### config.mk
export PLATFORM = sky130hd
export DESIGN_NAME = sdft_halfbin_bin
export DESIGN_NICKNAME = d
export VERILOG_FILES = /design/src/rtl/sdft_pkg.sv /design/src/rtl/sdft_delay_line.sv /design/src/rtl/sdft_comb.sv /design/src/rtl/sdft_resonator.sv /design/src/rtl/sdft_halfbin_bin.sv
export SDC_FILE = /design/constraint.sdc
export NUM_CORES = 2
export LEC_CHECK = 0
export CORE_MARGIN = 1
export CORE_UTILIZATION = 34
export CTS_CLUSTER_SIZE = 8
export DETAILED_ROUTE_END_ITERATION = 12
export GPL_TIMING_DRIVEN = 0
export SLEW_MARGIN = 20
export SYNTH_ARGS = -nofsm -noshare
export SYNTH_HDL_FRONTEND = slang
export SYNTH_SLANG_ARGS = --single-unit
### constraint.sdc
create_clock -name clk -period 15.1 [get_ports clk]
set_input_delay 1.51 -clock clk [delete_from_list [all_inputs] [get_ports clk]]
set_output_delay 1.51 -clock clk [all_outputs]
set_load 0.005 [all_outputs]
### src/rtl/sdft_pkg.sv
package sdft_pkg;

  localparam real PI_R = 3.14159265358979323846;

  // resonator pole radius r = 1 - 2^-leak
  function automatic real pole_radius(input int leak);
    return 1.0 - 1.0 / (2.0 ** leak);
  endfunction

  // rounded fixed-point real part of r*exp(j*pi*k2/n)
  function automatic int twid_re(input int k2, input int n, input int fb, input int leak);
    return int'(pole_radius(leak) * $cos(PI_R * k2 / n) * (2.0 ** fb));
  endfunction

  // rounded fixed-point imaginary part of r*exp(j*pi*k2/n)
  function automatic int twid_im(input int k2, input int n, input int fb, input int leak);
    return int'(pole_radius(leak) * $sin(PI_R * k2 / n) * (2.0 ** fb));
  endfunction

  // clamp a bin code into the supported range 1..5
  function automatic logic [2:0] clamp_code(input logic [2:0] code);
    if (code == 3'd0) return 3'd1;
    if (code > 3'd5)  return 3'd5;
    return code;
  endfunction

  // odd codes are half-integer bins
  function automatic logic code_is_half(input logic [2:0] code);
    return code[0];
  endfunction

endpackage

### src/rtl/sdft_delay_line.sv
module sdft_delay_line #(
  parameter int N  = 16,
  parameter int DW = 12
) (
  input  logic                 clk,
  input  logic                 rst,
  input  logic                 en,
  input  logic signed [DW-1:0] din,
  output logic signed [DW-1:0] dout
);

  logic signed [DW-1:0] tap [N];

  always_ff @(posedge clk) begin
    if (rst)     tap[0] <= '0;
    else if (en) tap[0] <= din;
  end

  for (genvar g = 1; g < N; g++) begin : g_stage
    always_ff @(posedge clk) begin
      if (rst)     tap[g] <= '0;
      else if (en) tap[g] <= tap[g-1];
    end
  end

  assign dout = tap[N-1];

endmodule

### src/rtl/sdft_comb.sv
module sdft_comb #(
  parameter int DW = 12
) (
  input  logic                 half,
  input  logic signed [DW-1:0] x_new,
  input  logic signed [DW-1:0] x_old,
  output logic signed [DW:0]   comb_out
);

  logic signed [DW:0] a_ext, b_ext;

  always_comb begin
    a_ext = (DW+1)'(x_new);
    b_ext = (DW+1)'(x_old);
    if (half) comb_out = a_ext + b_ext;
    else      comb_out = a_ext - b_ext;
  end

endmodule

### src/rtl/sdft_resonator.sv
module sdft_resonator #(
  parameter int N    = 16,
  parameter int DW   = 12,
  parameter int FB   = 14,
  parameter int GF   = 10,
  parameter int LEAK = 10,
  parameter int IW   = 19
) (
  input  logic                 clk,
  input  logic                 rst,
  input  logic                 en,
  input  logic [2:0]           code,
  input  logic signed [DW:0]   comb_in,
  output logic signed [IW-1:0] int_re,
  output logic signed [IW-1:0] int_im
);

  localparam int CW = FB + 2;
  localparam int SW = IW + GF;
  localparam int PW = SW + CW + 1;
  localparam logic signed [PW-1:0] RND = PW'(1) <<< (FB - 1);

  logic signed [CW-1:0] cos_tab [8];
  logic signed [CW-1:0] sin_tab [8];

  for (genvar g = 0; g < 8; g++) begin : g_twid
    localparam int KC = (g < 1) ? 1 : ((g > 5) ? 5 : g);
    localparam logic signed [CW-1:0] CV = CW'(sdft_pkg::twid_re(KC, N, FB, LEAK));
    localparam logic signed [CW-1:0] SV = CW'(sdft_pkg::twid_im(KC, N, FB, LEAK));
    assign cos_tab[g] = CV;
    assign sin_tab[g] = SV;
  end

  logic signed [SW-1:0] s_re, s_im, n_re, n_im;
  logic signed [CW-1:0] wr, wi;
  logic signed [PW-1:0] p_re, p_im, q_re, q_im;
  logic signed [SW-1:0] c_ext;

  always_comb begin
    wr    = cos_tab[code];
    wi    = sin_tab[code];
    p_re  = PW'(wr) * PW'(s_re) - PW'(wi) * PW'(s_im);
    p_im  = PW'(wr) * PW'(s_im) + PW'(wi) * PW'(s_re);
    q_re  = (p_re + RND) >>> FB;
    q_im  = (p_im + RND) >>> FB;
    c_ext = SW'(comb_in) <<< GF;
    n_re  = SW'(q_re) + c_ext;
    n_im  = SW'(q_im);
  end

  always_ff @(posedge clk) begin
    if (rst) begin
      s_re <= '0;
      s_im <= '0;
    end else if (en) begin
      s_re <= n_re;
      s_im <= n_im;
    end
  end

  assign int_re = s_re[SW-1:GF];
  assign int_im = s_im[SW-1:GF];

endmodule

### src/rtl/sdft_halfbin_bin.sv
module sdft_halfbin_bin #(
  parameter int N    = 16,
  parameter int DW   = 12,
  parameter int FB   = 14,
  parameter int GF   = 10,
  parameter int LEAK = 10,
  localparam int OW  = DW + $clog2(N) + 3
) (
  input  logic                 clk,
  input  logic                 rst,
  input  logic                 smp_en,
  input  logic signed [DW-1:0] smp_in,
  input  logic [2:0]           bin_x2,
  output logic signed [OW-1:0] out_i,
  output logic signed [OW-1:0] out_q,
  output logic                 out_valid
);

  localparam int FCW = $clog2(N + 1);
  localparam logic [FCW-1:0] FULL = FCW'(N);

  logic [2:0]           code_c;
  logic                 half_sel;
  logic signed [DW-1:0] departing;
  logic signed [DW:0]   comb_val;
  logic [FCW-1:0]       fill_cnt;
  logic                 win_full;

  assign code_c   = sdft_pkg::clamp_code(bin_x2);
  assign half_sel = sdft_pkg::code_is_half(code_c);

  sdft_delay_line #(.N(N), .DW(DW)) u_delay (
    .clk (clk), .rst (rst), .en (smp_en), .din (smp_in), .dout (departing)
  );

  sdft_comb #(.DW(DW)) u_comb (
    .half (half_sel), .x_new (smp_in), .x_old (departing), .comb_out (comb_val)
  );

  sdft_resonator #(
    .N(N), .DW(DW), .FB(FB), .GF(GF), .LEAK(LEAK), .IW(OW)
  ) u_res (
    .clk (clk), .rst (rst), .en (smp_en), .code (code_c),
    .comb_in (comb_val), .int_re (out_i), .int_im (out_q)
  );

  always_ff @(posedge clk) begin
    if (rst)                       fill_cnt <= '0;
    else if (smp_en && !win_full)  fill_cnt <= fill_cnt + 1'b1;
  end

  assign win_full  = (fill_cnt == FULL);
  assign out_valid = win_full;

endmodule

# == Word level (Yosys, flattened, before mapping) ==
# Memory sizes are Yosys's and may differ from the RTL's.
# Index checks and enable logic that the tools add are counted.
# word_totals
word_cells,74
output_inout_bits,39
reg_bits,63
inputBits,18
mem_count,3
mem_bits_rw,192
mem_bits_ro,256
# mem_list
name,depth,word_bits,rd,rd_clocked_by_memory_dff,wr,line,rtl
u_delay.tap,16,12,16,0,16,sdft_delay_line.sv:12,logic signed [DW-1:0] tap [N];
(name not given),8,16,1,0,0,sdft_resonator.sv:40,wr = cos_tab[code];
(name not given),8,16,1,0,0,sdft_resonator.sv:41,wi = sin_tab[code];
# op_classes
n_addsub,8
magnitude_cmp,2
n_reduce_logical,3
bitwise,17
muxes,33
n_mul,4
n_eq_ne,1
# op_table
op,n
two-way mux 12 bit,16
multiplier 16 x 29 -> 43 bit,4
adder 43 x 15 -> 43 bit (second input constant),2
two-way mux 16 bit,4
adder 43 bit,1
subtractor 43 bit,1
adder 29 x 23 -> 29 bit,1
OR 1 bit,16
adder 12 x 12 -> 13 bit,1
two-way mux 13 bit,1
subtractor 12 x 12 -> 13 bit,1
two-way mux 3 bit,4
two-way mux 1 bit,8
adder 5 x 1 -> 5 bit (second input constant),1
== test 5 bit (second input constant),1
greater-or-equal comparator 4 bit (second input constant),1
NOT 3 -> 4 bit,1
> comparator 3 bit (second input constant),1
zero test 3 bit,1
logical AND 1 bit,1
zero test 1 bit,1

# == Longest topological paths before layout ==
# depth
ltp_word,13
ltp_mapped,46
depth_no_buf,43

# == Modules after synthesis ==
# From an unflattened synthesis, not the netlist that was laid out.
# hier_totals
hier_cells,6630
hier_area_um2,65116.2
# by_module_without_submodules
mod,cells_per_inst,seq_area_each_um2,area_per_inst_um2,instances
sdft_resonator,6040,1161.1,56053.8,1
sdft_delay_line,439,5765.5,7937.6,1
sdft_comb,120,0.0,845.8,1
sdft_halfbin_bin,31,100.1,279.0,1

# == Least setup slack after synthesis ==
# OpenSTA, ideal clock, no wires.
# synth_timing
path_kind,input-to-reg
start,input bin_x2[0]
end,register u_res.s_re[27]
path_slack_ns,3.755
stages,41
t_arrival_ns,11.228
required_ns,14.983
path_cell_list,buf_2 -> and2_1 -> clkbuf_1 -> nor2_1 -> nor2_1 -> clkbuf_1 -> nand2_1 -> fa_1 -> inv_1 -> fa_1 -> inv_1 -> fa_1 -> fa_1 -> fa_1 -> fa_1 -> fa_1 -> inv_1 -> fa_1 -> [... 5 more ...] -> a211oi_1 -> o22a_1 -> a21o_1 -> a21o_1 -> a21o_1 -> a21oi_1 -> xnor2_1 -> ha_1 -> a21o_1 -> a21oi_1 -> o21bai_1 -> a21oi_1 -> o21ai_1 -> a211oi_1 -> nor3_1 -> a2111oi_0 -> xnor2_1 -> a22o_1
# synth_between
elab_chain_len,13
elab_cells_between_ends,21
# synth_lines
item,line,rtl
from (decl),sdft_halfbin_bin.sv:13,"input logic [2:0] bin_x2,"
> comparator 3 bit,sdft_pkg.sv:23,if (code > 3'd5) return 3'd5;
two-way mux 1 bit (2 in series),sdft_pkg.sv:23,
two-way mux 3 bit,sdft_pkg.sv:24,return code;
two-way mux 3 bit *,sdft_pkg.sv:23,
NOT 3 -> 4 bit (implied by the code),"sdft_resonator.sv:40, sdft_resonator.sv:41",
memory read (8 x 16 bit) (on tied branches),-,
two-way mux 16 bit (on tied branches) (2 in series),"sdft_resonator.sv:40, sdft_resonator.sv:41",
multiplier 16 x 29 -> 43 bit,sdft_resonator.sv:42,p_re = PW'(wr) * PW'(s_re) - PW'(wi) * PW'(s_im);
subtractor 43 bit,sdft_resonator.sv:42,
adder 43 x 15 -> 43 bit,sdft_resonator.sv:44,q_re = (p_re + RND) >>> FB;
adder 29 x 23 -> 29 bit *,sdft_resonator.sv:47,n_re = SW'(q_re) + c_ext;
to (signal assigned),sdft_resonator.sv:56,s_re <= n_re;
to (decl),sdft_resonator.sv:34,"logic signed [SW-1:0] s_re, s_im, n_re, n_im;"
# Mark *: on every way between the ends. The rest lies on a longest branch, timed or not. The select of a mux whose other input is x is not followed.
# A chain may end at the register's enable or synchronous reset.

# == Worst setup path after layout ==
# layout_timing
start,input bin_x2[2]
end,register u_res.s_re[27]
# Same word-level chain as after synthesis.

==> flow_metrics.tcl <==
set metrics [dict create \
    status "finished, final reports clean" \
    cts.clk_slew.worst_paths_ps 50 \
    syn_nets 8704 \
    timing.fmax_ghz 0.0685 \
    mostFrequentLayoutCells "sky130_fd_sc_hd__inv_1, sky130_fd_sc_hd__fa_1, sky130_fd_sc_hd__ha_1" \
    timing.setup.critical_path_class "input pin to flop" \
    final.period_utilization 0.967 \
    area_of_the_mapped_netlist_um2 64000 \
    cts_sinks 255 \
    initial_antenna_violation_count 33 \
    end_kind "flop" \
    die-width_um 436 \
    cts.path.max_buffers 3 \
    cts_tree "built" \
    critPathTopFamily "adder cells" \
    hp-class "flop to flop" \
    grt_use_total 0.272 \
    tightest_slew_ps 1320 \
    startpoint_class_of_the_critical_path "input pin" \
    grt_max_degree 105 \
    rsz0062_at_grt "false" \
    finalInstanceArea_um2 69200 \
    layout.cells.most_common "sky130_fd_sc_hd__inv_1" \
    crit_slowest_cell "sky130_fd_sc_hd__clkdlybuf4s50_1" \
    fin_skew_ps 74.9 \
    asyncSetResetFlopFracSynth 0 \
    total_congestion_overflow 0 \
    synthToLayoutAreaGrowth_pct 8.22 \
    drv_slew 0 \
    fill_cell_instance_count_of_the_final_layout 19000 \
    overall_via_count_from_detail_route 44800 \
    place_hpwl_um 219000 \
    drt-pass1-iter-count 6 \
    cts.root.buffer_cell "sky130_fd_sc_hd__clkbuf_16" \
    dr.first_iter.drc_count 3993 \
    route.antenna.remaining_nets 0 \
    die_area_um2 190000 \
    maxCapViolations 0 \
    synth_enable_flop_cells 192 \
    min_delay_path_depth 1 \
    htree_levels 2 \
    final_setup_vio_count 0 \
    port-buffer-count 54 \
    initial_core_util 0.344 \
    core-area_um2 186000 \
    worstHoldStart "u_delay.tap[1][6]" \
    finalWirelength_um 253000 \
    ctsHoldBuffers 0 \
    r2r_end "u_res.s_re[27]" \
    gpl.final_weighted_congestion 1.03 \
    synthCells 6611 \
    crit_path_frequent_cell "sky130_fd_sc_hd__fa_1" \
    via_per_inst 4.85 \
    yosys_warnings 0 \
    ys_types 68 \
    max_slew_margin 0.120 \
    first_pass_grt_wire_length_um 360000 \
    reg2reg_slack_ps 3180 \
    cp.arrival_ps 15070 \
    detailed_place.area_um2 67900 \
    r2r-start "u_res.s_im[3]" \
    r2r_cells 37 \
    hold_path_end "u_delay.tap[1][18]" \
    ys_seq_elements 255 \
    number_of_rows_in_the_core_area 158 \
    timing.critical_path.required_ps 15560 \
    critical_path.startpoint "bin_x2[2]" \
    routed_length_per_placed_instance_um 27.4 \
    finalWorstPathRequiredPeriod_ps 14600 \
    synth.yosys.seq_area_share 0.110 \
    hold_viol_final 0 \
    clock_buffers_created_by_tritoncts 41 \
    buffers_and_inverters_on_the_worst_path 10 \
    share_of_final_layout_standard_cells_stronger_than_drive_strength_1 0.0277 \
    die_height_um 436 \
    ioPinCount 57 \
    first_global_vias 48600 \
    number_of_nets_in_the_layout 8809 \
    dominant_register_cell_in_the_synthesized_netlist "sky130_fd_sc_hd__edfxtp_1" \
    syn_avg_cell_area_um2 9.67 \
    drt_drc_violations_left 0 \
    cp_slowest_stage_delay_ps 880 \
    insertion_delay_ps 650 \
    worstPathMaxFanout 17 \
]
## layer usage
metal  up-vias  share of wire  routed length (µm)  GRT usage
met1     23200           0.39               97700      0.344
met5         -        0.00046                 116          0
met3       568          0.081               20400     0.0467
met2      2053           0.45              112000      0.423
met4        16          0.087               21900      0.188
li1      19000              -                   -          -
## how the worst max path moves through the flow
stage / cells after the start / endpoint / slack (ps)
global placement: 43 / u_res.s_re[27] / -1060
finish: 42 / u_res.s_re[27] / 500
CTS: 41 / u_res.s_re[27] / 310
global route: 42 / u_res.s_re[27] / 30
floorplan: 41 / u_res.s_re[27] / 3760
detailed placement: 41 / u_res.s_re[27] / -280
## sequential cells by signal, indices dropped and copies added (netlist names)
signal / count
u_res.s_re: 29
fill_cnt: 5
u_delay.tap: 192
u_res.s_im: 29
## stage by stage
step | util | hold slack (ps) | cells | setup WS (ps) | setup TNS (ps)
5_1_grt | 0.372 | 509 | 9224 | 31.8 | 0
6_report | 0.372 | 474 | 9234 | 497 | 0
2_1_floorplan | - | 471 | 6611 | 3760 | 0
3_3_place_gp | 0.363 | 492 | 9145 | -1060 | -5600
4_1_cts | 0.372 | 473 | 9227 | 309 | 0
3_5_place_dp | 0.365 | 502 | 9156 | -275 | -394
## synth_stat cells, types with 7 or more instances
library cell	n	share of area
sky130_fd_sc_hd__or3_1	8	0.00078
sky130_fd_sc_hd__or2_2	7	0.00068
sky130_fd_sc_hd__nor2_1	233	0.014
sky130_fd_sc_hd__nor3_1	21	0.0016
sky130_fd_sc_hd__clkbuf_1	175	0.010
sky130_fd_sc_hd__nand2b_1	69	0.0067
sky130_fd_sc_hd__o21ai_0	58	0.0045
sky130_fd_sc_hd__a21o_1	41	0.0048
sky130_fd_sc_hd__edfxtp_1	192	0.090
sky130_fd_sc_hd__xor2_1	45	0.0062
sky130_fd_sc_hd__buf_1	15	0.00088
sky130_fd_sc_hd__inv_1	2281	0.13
sky130_fd_sc_hd__a211oi_1	10	0.0012
sky130_fd_sc_hd__nor2b_1	91	0.0089
sky130_fd_sc_hd__ha_1	539	0.11
sky130_fd_sc_hd__fa_1	1536	0.48
sky130_fd_sc_hd__nand2_1	439	0.026
sky130_fd_sc_hd__dfxtp_1	63	0.020
sky130_fd_sc_hd__a31oi_1	8	0.00078
sky130_fd_sc_hd__buf_4	38	0.0045
sky130_fd_sc_hd__xnor2_1	99	0.014
sky130_fd_sc_hd__o211ai_1	7	0.00082
sky130_fd_sc_hd__a21oi_1	77	0.0060
sky130_fd_sc_hd__mux2i_1	21	0.0033
sky130_fd_sc_hd__nand3_1	18	0.0014
sky130_fd_sc_hd__o21a_1	12	0.0014
sky130_fd_sc_hd__o21ai_1	8	0.00063
sky130_fd_sc_hd__and2_1	380	0.037
sky130_fd_sc_hd__and3_1	41	0.0040
## timing repair
item                       4_1_cts  5_1_grt
resized for setup                0        7
buffers inserted                 0        0
setup endpoints to repair        0        2
## cells by family after synthesis
family / share of synthesized area
other: 0.000117
AND/OR/NAND/NOR: 0.104
multiplexers: 0.00346
flip-flops: 0.110
XOR/XNOR: 0.0197
adder cells (fa/ha/maj): 0.586
buffers and inverters: 0.150
AO/OA/AOI/OAI: 0.0272
## final cells by class
| type | count | area, µm² | area share |
|---|---|---|---|
| diodes | 10 | 25.0 | 0.000362 |
| multi-input cells | 3843 | 47400 | 0.684 |
| inverters | 2284 | 8580 | 0.124 |
| flip-flops and latches | 255 | 7030 | 0.102 |
| clock buffers | 62 | 1120 | 0.0163 |
| well taps | 2480 | 3100 | 0.0448 |
| repair buffers | 65 | 777 | 0.0112 |
| clock inverters | 9 | 120 | 0.00174 |
| plain buffers | 226 | 1090 | 0.0157 |
Power is left out: the tool's default activity adds up to more than one toggle a clock period on the data nets, which glitch-free logic cannot reach.
